File: config.mk
export PLATFORM = sky130hd
export DESIGN_NAME = wdog_timer
export DESIGN_NICKNAME = d
export VERILOG_FILES = /design/src/rtl/wdog_pkg.sv /design/src/rtl/wdog_reload_regs.sv /design/src/rtl/wdog_counter.sv /design/src/rtl/wdog_status.sv /design/src/rtl/wdog_timer.sv
export SDC_FILE = /design/constraint.sdc
export NUM_CORES = 1
export LEC_CHECK = 0
export BUFFER_PORTS_ARGS = -buffer_cell sky130_fd_sc_hd__buf_2
export CORE_MARGIN = 2
export CORE_UTILIZATION = 35
export DETAILED_ROUTE_END_ITERATION = 8
export SETUP_SLACK_MARGIN = 0.2
export SLEW_MARGIN = 20
export SYNTH_ARGS = -nofsm -noshare
export SYNTH_HDL_FRONTEND = slang
export SYNTH_HIERARCHICAL = 1
export SYNTH_SLANG_ARGS = --single-unit
export TNS_END_PERCENT = 50
File: constraint.sdc
create_clock -name clk -period 2.9 [get_ports clk]
set_input_delay 0.145 -clock clk [delete_from_list [all_inputs] [get_ports clk]]
set_output_delay 0.145 -clock clk [all_outputs]
set_load 0.005 [all_outputs]
File: src/rtl/wdog_pkg.sv
package wdog_pkg;
   // Status byte bit positions
   localparam int unsigned ST_TO_BIT   = 0;
   localparam int unsigned ST_STOP_BIT = 1;
   // Address of the status byte; reload bytes follow, most significant first
   localparam int unsigned STATUS_ADDR = 0;

   typedef enum logic {
      RESP_IRQ   = 1'b0,
      RESP_RESET = 1'b1
   } resp_e;
endpackage

File: src/rtl/wdog_reload_regs.sv
module wdog_reload_regs #(
   parameter int unsigned CNT_W  = 24,
   parameter int unsigned DATA_W = 8,
   parameter int unsigned ADDR_W = 2,
   parameter logic [CNT_W-1:0] RELOAD_INIT = '0
) (
   input  logic              clk,
   input  logic              rst_n,
   input  logic              wr_en,
   input  logic [ADDR_W-1:0] addr,
   input  logic [DATA_W-1:0] wdata,
   output logic [CNT_W-1:0]  reload,
   output logic [DATA_W-1:0] rd_byte
);
   localparam int unsigned NB = CNT_W / DATA_W;

   for (genvar i = 0; i < NB; i++) begin : g_byte
      localparam int unsigned HI = CNT_W - 1 - i * DATA_W;
      logic [DATA_W-1:0] q;
      always_ff @(posedge clk or negedge rst_n) begin
         if (!rst_n)
            q <= RELOAD_INIT[HI -: DATA_W];
         else if (wr_en && addr == ADDR_W'(i + 1))
            q <= wdata;
      end
      assign reload[HI -: DATA_W] = q;
   end

   always_comb begin
      rd_byte = '0;
      for (int i = 0; i < NB; i++) begin
         if (addr == ADDR_W'(i + 1))
            rd_byte = reload[CNT_W - 1 - i * DATA_W -: DATA_W];
      end
   end
endmodule

File: src/rtl/wdog_counter.sv
module wdog_counter #(
   parameter int unsigned CNT_W = 24
) (
   input  logic             clk,
   input  logic             rst_n,
   input  logic             run_en,
   input  logic             tick_en,
   input  logic             refresh,
   input  logic             debug_mode,
   input  logic [CNT_W-1:0] reload,
   output logic             expire,
   output logic [CNT_W-1:0] cnt
);
   logic armed_q;

   // Expiry: counter sits at zero and a tick arrives with no reload pending
   assign expire = run_en && armed_q && !refresh && !debug_mode &&
                   tick_en && (cnt == '0);

   always_ff @(posedge clk or negedge rst_n) begin
      if (!rst_n) begin
         cnt     <= '0;
         armed_q <= 1'b0;
      end else if (!run_en) begin
         armed_q <= 1'b0;
      end else if (!armed_q) begin
         cnt     <= reload;
         armed_q <= 1'b1;
      end else if (refresh || debug_mode) begin
         cnt <= reload;
      end else if (tick_en) begin
         cnt <= cnt - 1'b1;   // zero wraps to all-ones
      end
   end
endmodule

File: src/rtl/wdog_status.sv
module wdog_status (
   input  logic clk,
   input  logic rst_n,
   input  logic expire,
   input  logic rst_mode,
   input  logic stop_mode,
   input  logic rd_clr,
   output logic irq,
   output logic rst_req,
   output logic stop_rec,
   output logic to_flag,
   output logic stop_flag
);
   logic irq_evt, stop_evt;
   assign irq_evt  = expire && !rst_mode;
   assign stop_evt = irq_evt && stop_mode;

   always_ff @(posedge clk or negedge rst_n) begin
      if (!rst_n) begin
         irq       <= 1'b0;
         rst_req   <= 1'b0;
         stop_rec  <= 1'b0;
         to_flag   <= 1'b0;
         stop_flag <= 1'b0;
      end else begin
         irq      <= irq_evt;
         rst_req  <= expire && rst_mode;
         stop_rec <= stop_evt;
         // a new event outranks a clearing read in the same cycle
         if (expire)      to_flag <= 1'b1;
         else if (rd_clr) to_flag <= 1'b0;
         if (stop_evt)    stop_flag <= 1'b1;
         else if (rd_clr) stop_flag <= 1'b0;
      end
   end
endmodule

File: src/rtl/wdog_timer.sv
module wdog_timer
   import wdog_pkg::*;
#(
   parameter int unsigned CNT_W  = 24,
   parameter int unsigned DATA_W = 8,
   parameter int unsigned ADDR_W = 2,
   parameter logic [CNT_W-1:0] RELOAD_INIT = 24'h0F4240
) (
   input  logic              clk,
   input  logic              rst_n,
   input  logic              wd_en,
   input  logic              tick_en,
   input  logic              refresh,
   input  logic              debug_mode,
   input  logic              stop_mode,
   input  logic              cfg_rst_mode,
   input  logic              bus_sel,
   input  logic              bus_wr,
   input  logic [ADDR_W-1:0] bus_addr,
   input  logic [DATA_W-1:0] bus_wdata,
   output logic [DATA_W-1:0] bus_rdata,
   output logic              irq,
   output logic              rst_req,
   output logic              stop_rec
);
   localparam int unsigned NB = CNT_W / DATA_W;

   if (CNT_W % DATA_W != 0) begin : g_bad_width
      $error("CNT_W must be a multiple of DATA_W");
   end
   if ((1 << ADDR_W) < NB + 1) begin : g_bad_addr
      $error("ADDR_W too small for status plus reload bytes");
   end
   if (DATA_W < 2) begin : g_bad_data
      $error("DATA_W must hold two status bits");
   end

   logic [CNT_W-1:0]  reload, cnt_q;
   logic [DATA_W-1:0] reload_byte, status_byte;
   logic              to_evt, to_flag_q, stop_flag_q, stat_rd, reg_wr;
   resp_e             resp;

   assign resp    = resp_e'(cfg_rst_mode);
   assign reg_wr  = bus_sel && bus_wr;
   assign stat_rd = bus_sel && !bus_wr && bus_addr == ADDR_W'(STATUS_ADDR);

   wdog_reload_regs #(
      .CNT_W(CNT_W), .DATA_W(DATA_W), .ADDR_W(ADDR_W), .RELOAD_INIT(RELOAD_INIT)
   ) u_regs (
      .clk(clk), .rst_n(rst_n), .wr_en(reg_wr), .addr(bus_addr),
      .wdata(bus_wdata), .reload(reload), .rd_byte(reload_byte)
   );

   wdog_counter #(.CNT_W(CNT_W)) u_cnt (
      .clk(clk), .rst_n(rst_n), .run_en(wd_en), .tick_en(tick_en),
      .refresh(refresh), .debug_mode(debug_mode), .reload(reload),
      .expire(to_evt), .cnt(cnt_q)
   );

   wdog_status u_stat (
      .clk(clk), .rst_n(rst_n), .expire(to_evt),
      .rst_mode(resp == RESP_RESET), .stop_mode(stop_mode), .rd_clr(stat_rd),
      .irq(irq), .rst_req(rst_req), .stop_rec(stop_rec),
      .to_flag(to_flag_q), .stop_flag(stop_flag_q)
   );

   always_comb begin
      status_byte = '0;
      status_byte[ST_TO_BIT]   = to_flag_q;
      status_byte[ST_STOP_BIT] = stop_flag_q;
   end

   always_comb begin
      if (!bus_sel || bus_wr)
         bus_rdata = '0;
      else if (bus_addr == ADDR_W'(STATUS_ADDR))
         bus_rdata = status_byte;
      else
         bus_rdata = reload_byte;
   end
endmodule

# ---- Word-level counts from Yosys, hierarchy flattened
# Index checks and enable logic that the tools add are counted.
dict set report word_totals {
  register_bits 54
  inputBits 20
  output_inout_bits 11
  wordCells 53
}
dict set report classes {
  n_addsub 1
  n_eq_ne 4
  muxes 12
  reduce_logical 26
}
# op n
set op_table {}
lappend op_table {{$mux W24} 3}
lappend op_table {{$mux W8} 5}
lappend op_table {{$logic_not A24 Y1} 1}
lappend op_table {{$sub A24 B1 Y24 const B} 1}
lappend op_table {{$logic_and A1 B1 Y1} 14}
lappend op_table {{$logic_not A1 Y1} 5}
lappend op_table {{$eq A2 B2 Y1 const B} 2}
lappend op_table {{$mux W1} 4}
lappend op_table {{$reduce_bool A2 Y1} 2}
lappend op_table {{$ne A3 B3 Y1 const B} 1}
lappend op_table {{$eq A2 B1 Y1 const B} 1}
lappend op_table {{$logic_not A2 Y1} 1}
lappend op_table {{$logic_or A1 B1 Y1} 2}
lappend op_table {{$reduce_and A2 Y1} 1}

# ---- Logic depth before layout (Yosys ltp)
dict set report logic_depth {
  depth_word 8
  mapped_depth 7
  depth_no_buf 7
}

# ---- Cells and area by module
# Netlist, hierarchy kept.
# module instances cells_per_inst area_per_inst_um2 seq_area_each_um2
set modules_own_cells {}
lappend modules_own_cells {wdog_counter 1 196 1636.6 625.6}
lappend modules_own_cells {wdog_reload_regs 1 71 1129.8 609.3}
lappend modules_own_cells {wdog_status 1 11 168.9 125.1}
lappend modules_own_cells {wdog_timer 1 17 108.9 0.0}

# ---- Least setup slack after synthesis
# Ideal clock, no wire load.
dict set report synth_timing {
  path_kind {register to register}
  startpoint {reg u_cnt.cnt[18]}
  endpoint {reg u_stat.stop_flag}
  setup_time_ps 64
  arrival_time_ps 2299
  t_required_ps 2836
  slack_ps 538
  stages_incl_launch_ff 7
  path_buffers 0
  period_less_slack_ps 2362
  path_cell_list {dfrtp_1 > or4_4 > or3_4 > or4_4 > nor3_1 > and3b_1 > a21o_1}
}
dict set report synth_between {
  elab_chain_cells 5
  word_cells_on_any_way 6
  cone_classes {mux: 1; reduce/logical: 5}
}
# item line
set synth_lines {}
lappend synth_lines {{start, declared} wdog_counter.sv:12} ;# output logic [CNT_W-1:0] cnt
lappend synth_lines {{start signal, assigned} wdog_counter.sv:27} ;# cnt <= reload;
lappend synth_lines {{start signal, assigned} wdog_counter.sv:30} ;# cnt <= reload;
lappend synth_lines {{start signal, assigned} wdog_counter.sv:32} ;# cnt <= cnt - 1'b1;
lappend synth_lines {{$logic_not A24 Y1 (*)} wdog_counter.sv:18} ;# tick_en && (cnt == '0);
lappend synth_lines {{$logic_and A1 B1 Y1 (*)} wdog_counter.sv:18}
lappend synth_lines {{named net to_evt} wdog_timer.sv:40} ;# logic to_evt, to_flag_q, stop_flag_q, stat_rd, reg_wr;
lappend synth_lines {{$logic_and A1 B1 Y1 (*)} wdog_status.sv:15} ;# assign irq_evt = expire && !rst_mode;
lappend synth_lines {{$logic_and A1 B1 Y1 (*)} wdog_status.sv:16} ;# assign stop_evt = irq_evt && stop_mode;
lappend synth_lines {{named net u_stat.stop_evt} wdog_status.sv:14} ;# logic irq_evt, stop_evt;
lappend synth_lines {{$mux W1 / $reduce_bool A2 Y1 (equally long branches)} -}
lappend synth_lines {{end signal, assigned} wdog_status.sv:24} ;# stop_flag <= 1'b0;
lappend synth_lines {{end signal, assigned} wdog_status.sv:32} ;# if (stop_evt) stop_flag <= 1'b1;
lappend synth_lines {{end signal, assigned} wdog_status.sv:33} ;# else if (rd_clr) stop_flag <= 1'b0;
lappend synth_lines {{end, declared} wdog_status.sv:12} ;# output logic stop_flag
# Mark *: on every way through the listed nets, which the timed path passes. The rest lies on a longest branch.
# A chain may end at the register's enable or synchronous reset.

# ---- Worst setup path after layout
# Ends and elaborated chain as after synthesis.

==> impl_metrics.yaml <==
status:
  status: "finished clean"
synth:
  netlist_instances: 295
  avgSynthCellArea_um2: 10.32
  yosysSeqAreaShare: 0.4468
  syn_nets: 317
  ys_ff_latch: 54
  ys.flop_type: "dfrtp_1"
  synth_top_cell_by_area: "dfrtp_1"
  synth_area_um2: 3044
  ys_types: 56
  yosysWarningCount: 6
  synth_edf_count: 0
  synth_top_cell_area_share: 0.3864
  ys_async_sr_fraction: 1.000
  synth.area.top_cells: "dfrtp_1, mux2_2, dfstp_2"
die:
  rows: 34
  io_pins: 31
  die_y_um: 97.26
  initial_utilization: 0.3543
  die_width_um: 97.26
  die_area_um2: 9460
  fp.coreArea_um2: 8593
power_and_ir_drop:
  intPower_mw: 1.330
  p_comb_frac: 0.234
  seq_power_share: 0.548
  powerDensity_nw_per_um2: 578.0
  clkPwrFrac: 0.218
  power.switching_uw: 646.9
  cellLeakagePower_nw: 1.444
  p_sw_frac: 0.3272
  power_mw: 1.977
  vdd_drop_max_v: 0.0002071
worst_setup_path:
  critPathSlowestCell: "or4_4"
  path_class: "reg2reg"
  worstPathMaxFanout: 4
  path_common_cell: "or4_4"
  max_stage_delay_ps: 570
  critical_path.endpoint_type: "flip-flop"
  path_delay_family: "simple AND/OR/NAND/NOR gates"
  path_buf_inv: 1
  required_ps: 3160
  cp_cell_sequence: "or4_4 -> or3_4 -> or4_4 -> nor3_1 -> buf_4 -> and3b_1 -> a21o_1"
  start_kind: "flip-flop"
  worstPathArrival_ps: 2760
clock_network:
  cts_setup_buffers: 0
  cts_buffer_depth: 2
  post_cts_resized: 0
  hold_buffers: 1
  cts_tree: "built"
  h-tree-depth: 2
  path_clk_slew_ps: 100
  cts_buffers: 5
  cts_sinks: 54
  clockRootBuffer: "clkbuf_8"
  clk_latency_ps: 310
route:
  vias: 2400
  drc: 0
  via_per_inst: 5.543
  wl_per_cell_um: 17.48
  drt_wl_total_um: 7570
  drt_iter0_drc: 257
  antenna_left: 0
  drt_first_pass_iters: 4
place:
  pre_cts_ws_ps: 405.3
  hpwl_um: 5382
  io_buffers: 30
  globalplace.congestion: 0.8124
  dp.cells: 424
sta:
  period_share: 0.8641
  finalClockSkew_ps: 10.74
  rsz0062_at_grt: "no"
  finalHoldViolations: 0
  slew_headroom: 0.3879
  fin_crit_ps: 2506
  setup_ws_ps: 394.2
  worstMarginPinSlew_ps: 918.2
  maxSlewViolCount: 0
  fmax_mhz: 399.1
  setup_viol: 0
  fin_tns_setup_ps: 0
cells_and_area:
  multi_input_area_um2: 1589
  fillers: 857
  final_cells: 433
  ff_latch_area_um2: 1360
  syn_to_final_growth_pct: 12.37
  antenna-diode-count: 0
  nets: 346
  drive_above_1_share: 0.3169
worst_hold_path:
  holdCritPathClass: "in2reg"
grt:
  grt_max_degree: 40
  grt-ovfl-total: 0
  grt_pass1_vias: 2462
  antenna_found_initial: 0
  grt_pass1_wl_um: 12660
  grt_usage: 0.1652
run:
  maxCapViolCount: 0
-- metal layers --
metal	GRT usage	share of wire
met2	0.2553	0.45
met5	0	0
met3	0.03237	0.050
met4	0.03846	0.0045
met1	0.2406	0.49
-- cell usage after synthesis (all sizes together) (2+ instances only) --
master and instances:
nor3b 9, dfstp 7, dfrtp 47, o21ai 18
clkbuf 14, inv 5, or3 5, nor3 7
and3 5, ha 2, o211ai 3, o21a 4
a22o 8, nand2 14, a21oi 26, nor4 5
buf 4, a2bb2oi 5, o22ai 3, a31oi 2
mux2 32, o41ai 2, or3b 4, o22a 2
nor2 19, o32ai 2, nand3b 3, or4 6
o311ai 4, a21o 2, nand3 14, and2 2
-- power by group through the flow --
stage / registers [mW] / clock network (mW) / logic (mW)
after global placement: 1.09 / 0 / 0.450
final: 1.08 / 0.430 / 0.463
after CTS: 1.08 / 0.449 / 0.464
after detailed placement: 1.10 / 0 / 0.459
after global routing: 1.11 / 0.479 / 0.516
after floorplan: 1.03 / 0 / 0.352
-- metrics by stage --
stage          hold slack [ps]  cell area (um2)  utilization
2_1_floorplan           -150.6             3044            -
3_3_place_gp             335.6             3321       0.3864
3_5_place_dp             340.5             3321       0.3864
4_1_cts                  63.95             3421       0.3981
5_1_grt                  60.52             3421       0.3981
6_report                 68.17             3421       0.3981
-- cell usage in the layout, fill, tap and decap left out, drive strengths merged, types with 3 or more instances in the layout --
| cell | count |
|---|---|
| o21ai | 18 |
| nor2 | 19 |
| o22ai | 3 |
| clkbuf | 6 |
| or4 | 6 |
| nand3b | 3 |
| dfstp | 7 |
| a21oi | 26 |
| buf | 39 |
| inv | 6 |
| dfrtp | 47 |
| o311ai | 4 |
| o21a | 4 |
| a2bb2oi | 5 |
| o211ai | 3 |
| or3b | 4 |
| a22o | 8 |
| mux2 | 32 |
| nand2 | 14 |
| and3 | 5 |
| nor3b | 9 |
| nor4 | 5 |
| or3 | 5 |
| nor3 | 7 |
| nand3 | 14 |
-- registers in the layout (all words and copies together), names as in the netlist --
signal and count:
u_stat/stop_rec 1, u_stat/stop_flag 1, u_stat/rst_req 1, u_cnt/cnt 24, u_stat/irq 1, u_cnt/armed_q 1
u_regs/g_byte.q 24, u_stat/to_flag 1
-- logic make-up (layout without fill, tap and decap cells) --
| kind of cell | count (synthesis) | after routing | synth area share |
|---|---|---|---|
| AO/OA/AOI/OAI | 85 | 85 | 0.1825 |
| adder cells (fa/ha/maj) | 2 | 2 | 0.008219 |
| buffers and inverters | 23 | 53 | 0.03288 |
| AND/OR/NAND/NOR | 99 | 99 | 0.2100 |
| flip-flops | 54 | 54 | 0.4468 |
| multiplexers | 32 | 32 | 0.1196 |
-- worst reg2reg max path, cell delays in order (launching register included) --
cell	delay, ps
dfrtp_1	410
or4_4	570
or3_4	370
or4_4	490
nor3_1	190
buf_4	160
and3b_1	180
a21o_1	90
-- final timing paths --
| path | slack, ps | depth (start not counted) | to | start |
|---|---|---|---|---|
| hold reg to reg | 510 | 1 | u_stat/to_flag | u_stat/to_flag |
| min in group asynchronous | 510 | 2 | u_cnt/cnt[2] | rst_n |
| max in group asynchronous | 1630 | 3 | u_regs/g_byte[0].q[3] | rst_n |
| setup / recovery | 390 | 7 | u_stat/stop_flag | u_cnt/cnt[18] |
| hold / removal | 70 | 1 | u_cnt/armed_q | wd_en |
| setup reg to reg | 390 | 7 | u_stat/stop_flag | u_cnt/cnt[18] |
-- layout make-up --
class	count	share of cell area
Timing Repair Buffer	40	0.06657
Clock inverter	2	0.005121
Multi-Input combinational cell	218	0.4645
Sequential cell	54	0.3976
Inverter	5	0.005486
Tap cell	108	0.03950
Clock buffer	6	0.02121
(Power assumes the default switching activity.)
